[src/rtl/lat_mon_pkg.sv]
package lat_mon_pkg;

  // Latency band selected for one measurement; the value indexes the counters.
  typedef enum logic [1:0] {
    BIN_SHORT = 2'd0,
    BIN_MED   = 2'd1,
    BIN_LONG  = 2'd2,
    BIN_OVER  = 2'd3
  } lat_bin_e;

  localparam int NUM_BINS = 4;

endpackage

[src/rtl/lat_sat_counter.sv]
module lat_sat_counter #(
  parameter int CNT_W = 16
) (
  input  logic             clk,
  input  logic             rst,
  input  logic             inc,
  output logic [CNT_W-1:0] count
);

  localparam logic [CNT_W-1:0] TOP = {CNT_W{1'b1}};
  localparam logic [CNT_W-1:0] ONE = {{(CNT_W-1){1'b0}}, 1'b1};

  always_ff @(posedge clk) begin
    if (rst) begin
      count <= '0;
    end else if (inc && (count != TOP)) begin
      count <= count + ONE;
    end
  end

  // once full, a counter never moves off its ceiling until reset
  AST_SAT_HOLD: assert property (@(posedge clk) disable iff (rst)
    (count == TOP) |=> (count == TOP));

endmodule

[src/rtl/lat_ts_table.sv]
module lat_ts_table #(
  parameter int ID_W = 4,
  parameter int TS_W = 16
) (
  input  logic            clk,
  input  logic            rst,
  input  logic            wr_en,
  input  logic [ID_W-1:0] wr_id,
  input  logic [TS_W-1:0] wr_ts,
  input  logic            rd_en,
  input  logic [ID_W-1:0] rd_id,
  output logic [TS_W-1:0] rd_ts,
  output logic            rd_hit
);

  localparam int DEPTH = 1 << ID_W;

  // Timestamp storage: one write port, one registered read port, no reset,
  // read-before-write on a same-address collision.
  logic [TS_W-1:0] mem [DEPTH];

  always_ff @(posedge clk) begin
    if (wr_en) begin
      mem[wr_id] <= wr_ts;
    end
    if (rd_en) begin
      rd_ts <= mem[rd_id];
    end
  end

  // Outstanding flags, one register per ID; a set beats a clear.
  logic [DEPTH-1:0] busy;

  for (genvar g = 0; g < DEPTH; g++) begin : g_busy
    logic flag_q;
    always_ff @(posedge clk) begin
      if (rst) begin
        flag_q <= 1'b0;
      end else if (wr_en && (wr_id == ID_W'(g))) begin
        flag_q <= 1'b1;
      end else if (rd_en && (rd_id == ID_W'(g))) begin
        flag_q <= 1'b0;
      end
    end
    assign busy[g] = flag_q;
  end

  always_ff @(posedge clk) begin
    if (rst) begin
      rd_hit <= 1'b0;
    end else begin
      rd_hit <= rd_en && busy[rd_id];
    end
  end

  AST_SET_ON_REQ: assert property (@(posedge clk) disable iff (rst)
    wr_en |=> busy[$past(wr_id)]);

  AST_CLEAR_ON_RSP: assert property (@(posedge clk) disable iff (rst)
    (rd_en && !(wr_en && (wr_id == rd_id))) |=> !busy[$past(rd_id)]);

endmodule

[src/rtl/lat_binner.sv]
module lat_binner
  import lat_mon_pkg::*;
#(
  parameter int LAT_W     = 16,
  parameter int CNT_W     = 16,
  parameter int SHORT_MAX = 10,
  parameter int MED_MAX   = 100,
  parameter int LONG_MAX  = 1000
) (
  input  logic             clk,
  input  logic             rst,
  input  logic             in_valid,
  input  logic [LAT_W-1:0] in_lat,
  output logic [CNT_W-1:0] cnt_short,
  output logic [CNT_W-1:0] cnt_med,
  output logic [CNT_W-1:0] cnt_long,
  output logic [CNT_W-1:0] cnt_over
);

  localparam logic [LAT_W-1:0] SHORT_LIM = LAT_W'(SHORT_MAX);
  localparam logic [LAT_W-1:0] MED_LIM   = LAT_W'(MED_MAX);
  localparam logic [LAT_W-1:0] LONG_LIM  = LAT_W'(LONG_MAX);

  function automatic lat_bin_e classify(input logic [LAT_W-1:0] v);
    if (v <= SHORT_LIM)     return BIN_SHORT;
    else if (v <= MED_LIM)  return BIN_MED;
    else if (v <= LONG_LIM) return BIN_LONG;
    else                    return BIN_OVER;
  endfunction

  lat_bin_e           bin_sel;
  logic [NUM_BINS-1:0] inc;
  logic [CNT_W-1:0]   cnt [NUM_BINS];

  assign bin_sel = classify(in_lat);

  for (genvar g = 0; g < NUM_BINS; g++) begin : g_bin
    assign inc[g] = in_valid && (bin_sel == lat_bin_e'(g));
    lat_sat_counter #(.CNT_W(CNT_W)) u_cnt (
      .clk   (clk),
      .rst   (rst),
      .inc   (inc[g]),
      .count (cnt[g])
    );
  end

  assign cnt_short = cnt[BIN_SHORT];
  assign cnt_med   = cnt[BIN_MED];
  assign cnt_long  = cnt[BIN_LONG];
  assign cnt_over  = cnt[BIN_OVER];

  AST_ONE_BAND: assert property (@(posedge clk) disable iff (rst)
    $countones({cnt[0] != $past(cnt[0]), cnt[1] != $past(cnt[1]),
                cnt[2] != $past(cnt[2]), cnt[3] != $past(cnt[3])}) <= 1);

  AST_BAND_NEEDS_SAMPLE: assert property (@(posedge clk) disable iff (rst)
    ((cnt[0] != $past(cnt[0])) || (cnt[1] != $past(cnt[1])) ||
     (cnt[2] != $past(cnt[2])) || (cnt[3] != $past(cnt[3]))) |-> $past(in_valid));

endmodule

[src/rtl/lat_mon.sv]
module lat_mon #(
  parameter int ID_W      = 4,
  parameter int TS_W      = 16,
  parameter int CNT_W     = 16,
  parameter int SHORT_MAX = 10,
  parameter int MED_MAX   = 100,
  parameter int LONG_MAX  = 1000
) (
  input  logic             clk,
  input  logic             rst,
  input  logic             req_valid,
  input  logic [ID_W-1:0]  req_id,
  input  logic             rsp_valid,
  input  logic [ID_W-1:0]  rsp_id,
  output logic             lat_valid,
  output logic [TS_W-1:0]  lat_value,
  output logic             orphan_err,
  output logic [CNT_W-1:0] cnt_short,
  output logic [CNT_W-1:0] cnt_medium,
  output logic [CNT_W-1:0] cnt_long,
  output logic [CNT_W-1:0] cnt_over
);

  localparam logic [TS_W-1:0] TS_ONE = {{(TS_W-1){1'b0}}, 1'b1};

  // shared free-running timestamp
  logic [TS_W-1:0] ts_q;
  always_ff @(posedge clk) begin
    if (rst) ts_q <= '0;
    else     ts_q <= ts_q + TS_ONE;
  end

  // stage 1: table read in flight, response timestamp captured alongside
  logic            s1_pend;
  logic [TS_W-1:0] s1_now;
  logic [TS_W-1:0] s1_then;
  logic            s1_hit;

  always_ff @(posedge clk) begin
    if (rst) s1_pend <= 1'b0;
    else     s1_pend <= rsp_valid;
  end

  always_ff @(posedge clk) begin
    s1_now <= ts_q;
  end

  lat_ts_table #(.ID_W(ID_W), .TS_W(TS_W)) u_table (
    .clk    (clk),
    .rst    (rst),
    .wr_en  (req_valid),
    .wr_id  (req_id),
    .wr_ts  (ts_q),
    .rd_en  (rsp_valid),
    .rd_id  (rsp_id),
    .rd_ts  (s1_then),
    .rd_hit (s1_hit)
  );

  // modular difference absorbs timestamp wrap
  logic [TS_W-1:0] s1_lat;
  logic            s1_done;
  logic            s1_orphan;
  assign s1_lat    = s1_now - s1_then;
  assign s1_done   = s1_pend && s1_hit;
  assign s1_orphan = s1_pend && !s1_hit;

  // stage 2: registered results
  always_ff @(posedge clk) begin
    if (rst) begin
      lat_valid  <= 1'b0;
      orphan_err <= 1'b0;
      lat_value  <= '0;
    end else begin
      lat_valid  <= s1_done;
      orphan_err <= s1_orphan;
      if (s1_done) lat_value <= s1_lat;
    end
  end

  lat_binner #(
    .LAT_W     (TS_W),
    .CNT_W     (CNT_W),
    .SHORT_MAX (SHORT_MAX),
    .MED_MAX   (MED_MAX),
    .LONG_MAX  (LONG_MAX)
  ) u_binner (
    .clk       (clk),
    .rst       (rst),
    .in_valid  (s1_done),
    .in_lat    (s1_lat),
    .cnt_short (cnt_short),
    .cnt_med   (cnt_medium),
    .cnt_long  (cnt_long),
    .cnt_over  (cnt_over)
  );

  AST_RSP_ANSWERED: assert property (@(posedge clk) disable iff (rst)
    rsp_valid |=> ##1 (lat_valid || orphan_err));

  AST_NO_SPURIOUS: assert property (@(posedge clk) disable iff (rst)
    (lat_valid || orphan_err) |-> $past(rsp_valid, 2));

  AST_ORPHAN_EXCL: assert property (@(posedge clk) disable iff (rst)
    !(lat_valid && orphan_err));

endmodule

[config.mk]
export PLATFORM = sky130hd
export DESIGN_NAME = lat_mon
export DESIGN_NICKNAME = d
export VERILOG_FILES = /design/src/rtl/lat_mon_pkg.sv /design/src/rtl/lat_sat_counter.sv /design/src/rtl/lat_ts_table.sv /design/src/rtl/lat_binner.sv /design/src/rtl/lat_mon.sv
export SDC_FILE = /design/constraint.sdc
export NUM_CORES = 1
export LEC_CHECK = 0
export BUFFER_PORTS_ARGS = -buffer_cell sky130_fd_sc_hd__buf_2
export CORE_MARGIN = 2
export CORE_UTILIZATION = 45
export DETAILED_ROUTE_END_ITERATION = 10
export PLACE_DENSITY = 0.68
export SKIP_LAST_GASP = 1
export SLEW_MARGIN = 20
export SYNTH_ARGS = -nofsm -noshare
export SYNTH_HDL_FRONTEND = slang
export SYNTH_SLANG_ARGS = --single-unit
[constraint.sdc]
create_clock -name clk -period 7.74 [get_ports clk]
set_input_delay 1.161 -clock clk [delete_from_list [all_inputs] [get_ports clk]]
set_output_delay 1.161 -clock clk [all_outputs]
set_load 0.02 [all_outputs]
==> qor.csv <==
metric;value;unit
outcome;complete, no violations;
Final ANT Viol Nets;0;
post-DR wirelength/cell;20.8;um
number of synthesized register bits;404;
initial antenna violation count;0;
setup bufs post-CTS;0;
area used by multi-input combinational logic;5660;sq um
synth top area cells;edfxtp_1 (48%), dfxtp_1 (16%), mux4_2 (11%), a21oi_1 (2.7%), nand2_1 (1.6%);
Synth Warn #;0;
CP endpoint kind;flop;
Synth top area share;0.482;
Max-Cap Viols;0;
Post-CTS Resized;0;
Seq/Total Area, Yosys;0.638;
Clock power frac;0.450;
CP startpoint kind;flop;
Post-DP HPWL;22600;um
sequential power share;0.499;
Worst Setup SP;s1_now[0];
cell type with the highest aggregate area in the netlist;edfxtp_1;
Hold Vio Cnt, Final;0;
largest net degree at the start of global routing;73;
Worst R2R Path Depth;13;
# fillers;3123;
min-delay src;lat_value[6];
worst hold stages;2;
WP data required;8.16;ns
clk root buf;clkbuf_16;
syn nets;1242;
Worst path slowest cell;or4_1;
Pint;3.69;mW
vias;10600;
CP Class;flop to flop;
final setup vio count;0;
Rows;71;
Peak Freq;0.242;GHz
Die Ht;198;um
Tcrit/Tclk final;0.533;
CTS Sinks;404;
Worst-path clk slew;0.06;ns
Max-Slew Margin vs Limit;0.241;
R2R Setup Slk;3.61;ns
post-synth cell types;62;
CP Data Arrival Time;4.54;ns
reg2reg start;s1_now[0];
Tot GR Track Use;0.197;
Post-synth EDFFs;272;
crit path to;u_binner.g_bin[0].u_cnt.count[14];
RSZ-0062 raised after global routing;false;
PwrDens;242;nW/um^2
die area;39200;sq um
Final TNS setup;0;ns
crit path max fanout;57;
I/O Buffers;93;
Mapped Cells;1209;
grt total ovfl;0;
Mapped Area;16900;sq um
Layout Cells excl Fill;1832;
Chip Width;198;um
total inserted antenna cells;0;
Post-layout nets;1322;
Iter 0 DRT Violations;867;
dpl cells;1757;
first-pass GRT wire length;59100;um
maximum single-stage delay on the critical path;0.58;ns
reg2reg end;u_binner.g_bin[0].u_cnt.count[14];
Hold-fix buffers, CTS;0;
CTS max path bufs;3;
IO Pins;94;
Worst-Margin Slew;1.14;ns
Worst-Skew Late Latency;0.55;ns
final setup skew;0.0253;ns
hold crit path type;flop to flop;
CTS Buf Count;41;
Final Critical Period;4.13;ns
H-tree levels;2;
Starting Density;0.453;
RePlAce Congestion;0.823;
P&R area growth vs syn;13.7;%
CTS tree;yes;
vias in the first global route;10200;
combinational power share;0.051;
drt first pass iters;5;
Sw Share;0.209;
peak supply drop;0.000141;V
asr flop ratio synth;0;
syn avg cell area;14.0;sq um
critical path, cell by cell;inv_1 > ha_1 > inv_1 > fa_1 > a21o_1 > a221oi_4 > o41ai_1 > nor3b_2 > o211ai_2 > or4_1 > buf_4 > or4_1 > mux2_2;
# DRC;0;
Via density;5.79;
leakage;6.69;nW
Slew Viols, Final;0;
layout cell share with drive strength beyond 1;0.202;
Placeable Area;37400;sq um
Top FF cell, synth;edfxtp_1;
Routed WL;38200;um
overall power;4.67;mW
FF/Latch Area;10800;sq um
Sw Pwr;0.976;mW
-- power groups by stage --
stage	sequential [mW]	combinational (mW)	clock [mW]
floorplan	2.37	0.176	0
global placement	2.38	0.232	0
detailed placement	2.38	0.235	0
CTS	2.33	0.236	2.14
global route	2.33	0.257	2.23
finish	2.33	0.237	2.10
-- routing by layer --
layer	vias to the layer above	track usage	routed length (um)
met5	-	0	0
met2	358	0.328	18600
li1	4875	-	-
met1	5317	0.267	16500
met4	0	0.0621	983
met3	66	0.0305	2100
-- registers in the layout, summed over array words and instances (netlist names) --
name,cells
u_table.rd_hit,1
u_table.rd_ts,16
u_table.g_busy.flag_q,16
u_table.mem,256
orphan_err,1
ts_q,16
lat_value,16
u_binner.g_bin.u_cnt.count,64
s1_now,16
s1_pend,1
lat_valid,1
-- how the worst min path moves through the flow --
stage / slack (ns) / end
detailed placement: 0.44 / orphan_err
CTS: 0.45 / orphan_err
floorplan: 0.41 / orphan_err
finish: 0.47 / lat_value[6]
global route: 0.49 / lat_value[11]
global placement: 0.42 / orphan_err
-- stage by stage --
stage               setup WS, ns   util  hold WS (ns)  instance area, sq um
floorplan                   3.88      -         0.412                 16900
global placement            3.76  0.477         0.423                 17800
detailed placement          3.68  0.477         0.442                 17800
CTS                         3.67  0.515         0.454                 19300
global route                3.33  0.515         0.492                 19300
finish                      3.61  0.515         0.467                 19300
-- critical path, delay by kind of cell (launching register included) --
kind            cells  cell delay, ns
compound gates      4            1.03
flops               1            0.30
mux                 1            0.28
buf+inv             3            0.41
simple gates        3            1.41
fa+ha+maj           2            0.58
-- synthesized netlist by cell type, types with 4 or more instances --
library cell and instances:
and2_1 6, clkbuf_1 43, or2_2 7, o31ai_1 30
ha_1 20, nand4_1 16, a211oi_1 6, nor2b_1 16
o41ai_1 6, inv_1 53, o21ai_0 41, nand3_1 41
nor2_1 59, xnor2_1 12, nor4_1 8, nand2_1 72
or4_1 31, and3_1 16, edfxtp_1 272, a21oi_1 93
and4_1 7, buf_6 4, or3_1 19, a21o_1 5
buf_2 6, buf_1 10, mux4_2 85, mux2_2 10
or4b_1 7, nor3_1 7, nand2b_1 8, dfxtp_1 132
xor2_1 14, nor3b_1 5, o2111ai_1 4
-- placed cells by master (no fill, tap or decap), types with 6 or more instances in the layout --
master and instances:
and4_1 7, nor3_1 7, mux2_2 10, nand2b_1 8
dfxtp_1 132, o41ai_1 6, or2_2 7, buf_2 91
or4b_1 7, nand2_1 72, buf_4 9, clkbuf_16 42
and2_1 6, a211oi_1 6, xor2_1 14, clkbuf_1 9
ha_1 20, o31ai_1 30, nand4_1 16, a21oi_1 93
nor2b_1 16, xnor2_1 12, o21ai_0 41, mux4_2 85
nor4_1 8, inv_1 53, bufinv_16 8, clkinv_1 7
nor2_1 59, edfxtp_1 272, nand3_1 41, or4_1 31
or3_1 19, and3_1 16
-- logic make-up (layout without fill, tap and decap cells) --
logic type,after synthesis,after routing,synth area share
buffers and inverters,116,228,0.0279
XOR/XNOR,26,26,0.0134
multiplexers,97,97,0.121
AO/OA/AOI/OAI,214,214,0.0784
flip-flops,404,404,0.638
AND/OR/NAND/NOR,331,331,0.105
adder cells (fa/ha/maj),21,21,0.0160
-- area by class of cell --
cell class,instances,area share
clock inverter,22,0.0170
inverter,53,0.0103
sequential,404,0.561
tap,511,0.0332
timing repair buffer,100,0.0271
multi-input combinational,689,0.294
clock buffer,53,0.0577
No activity file was read; power rests on OpenSTA's default activity.
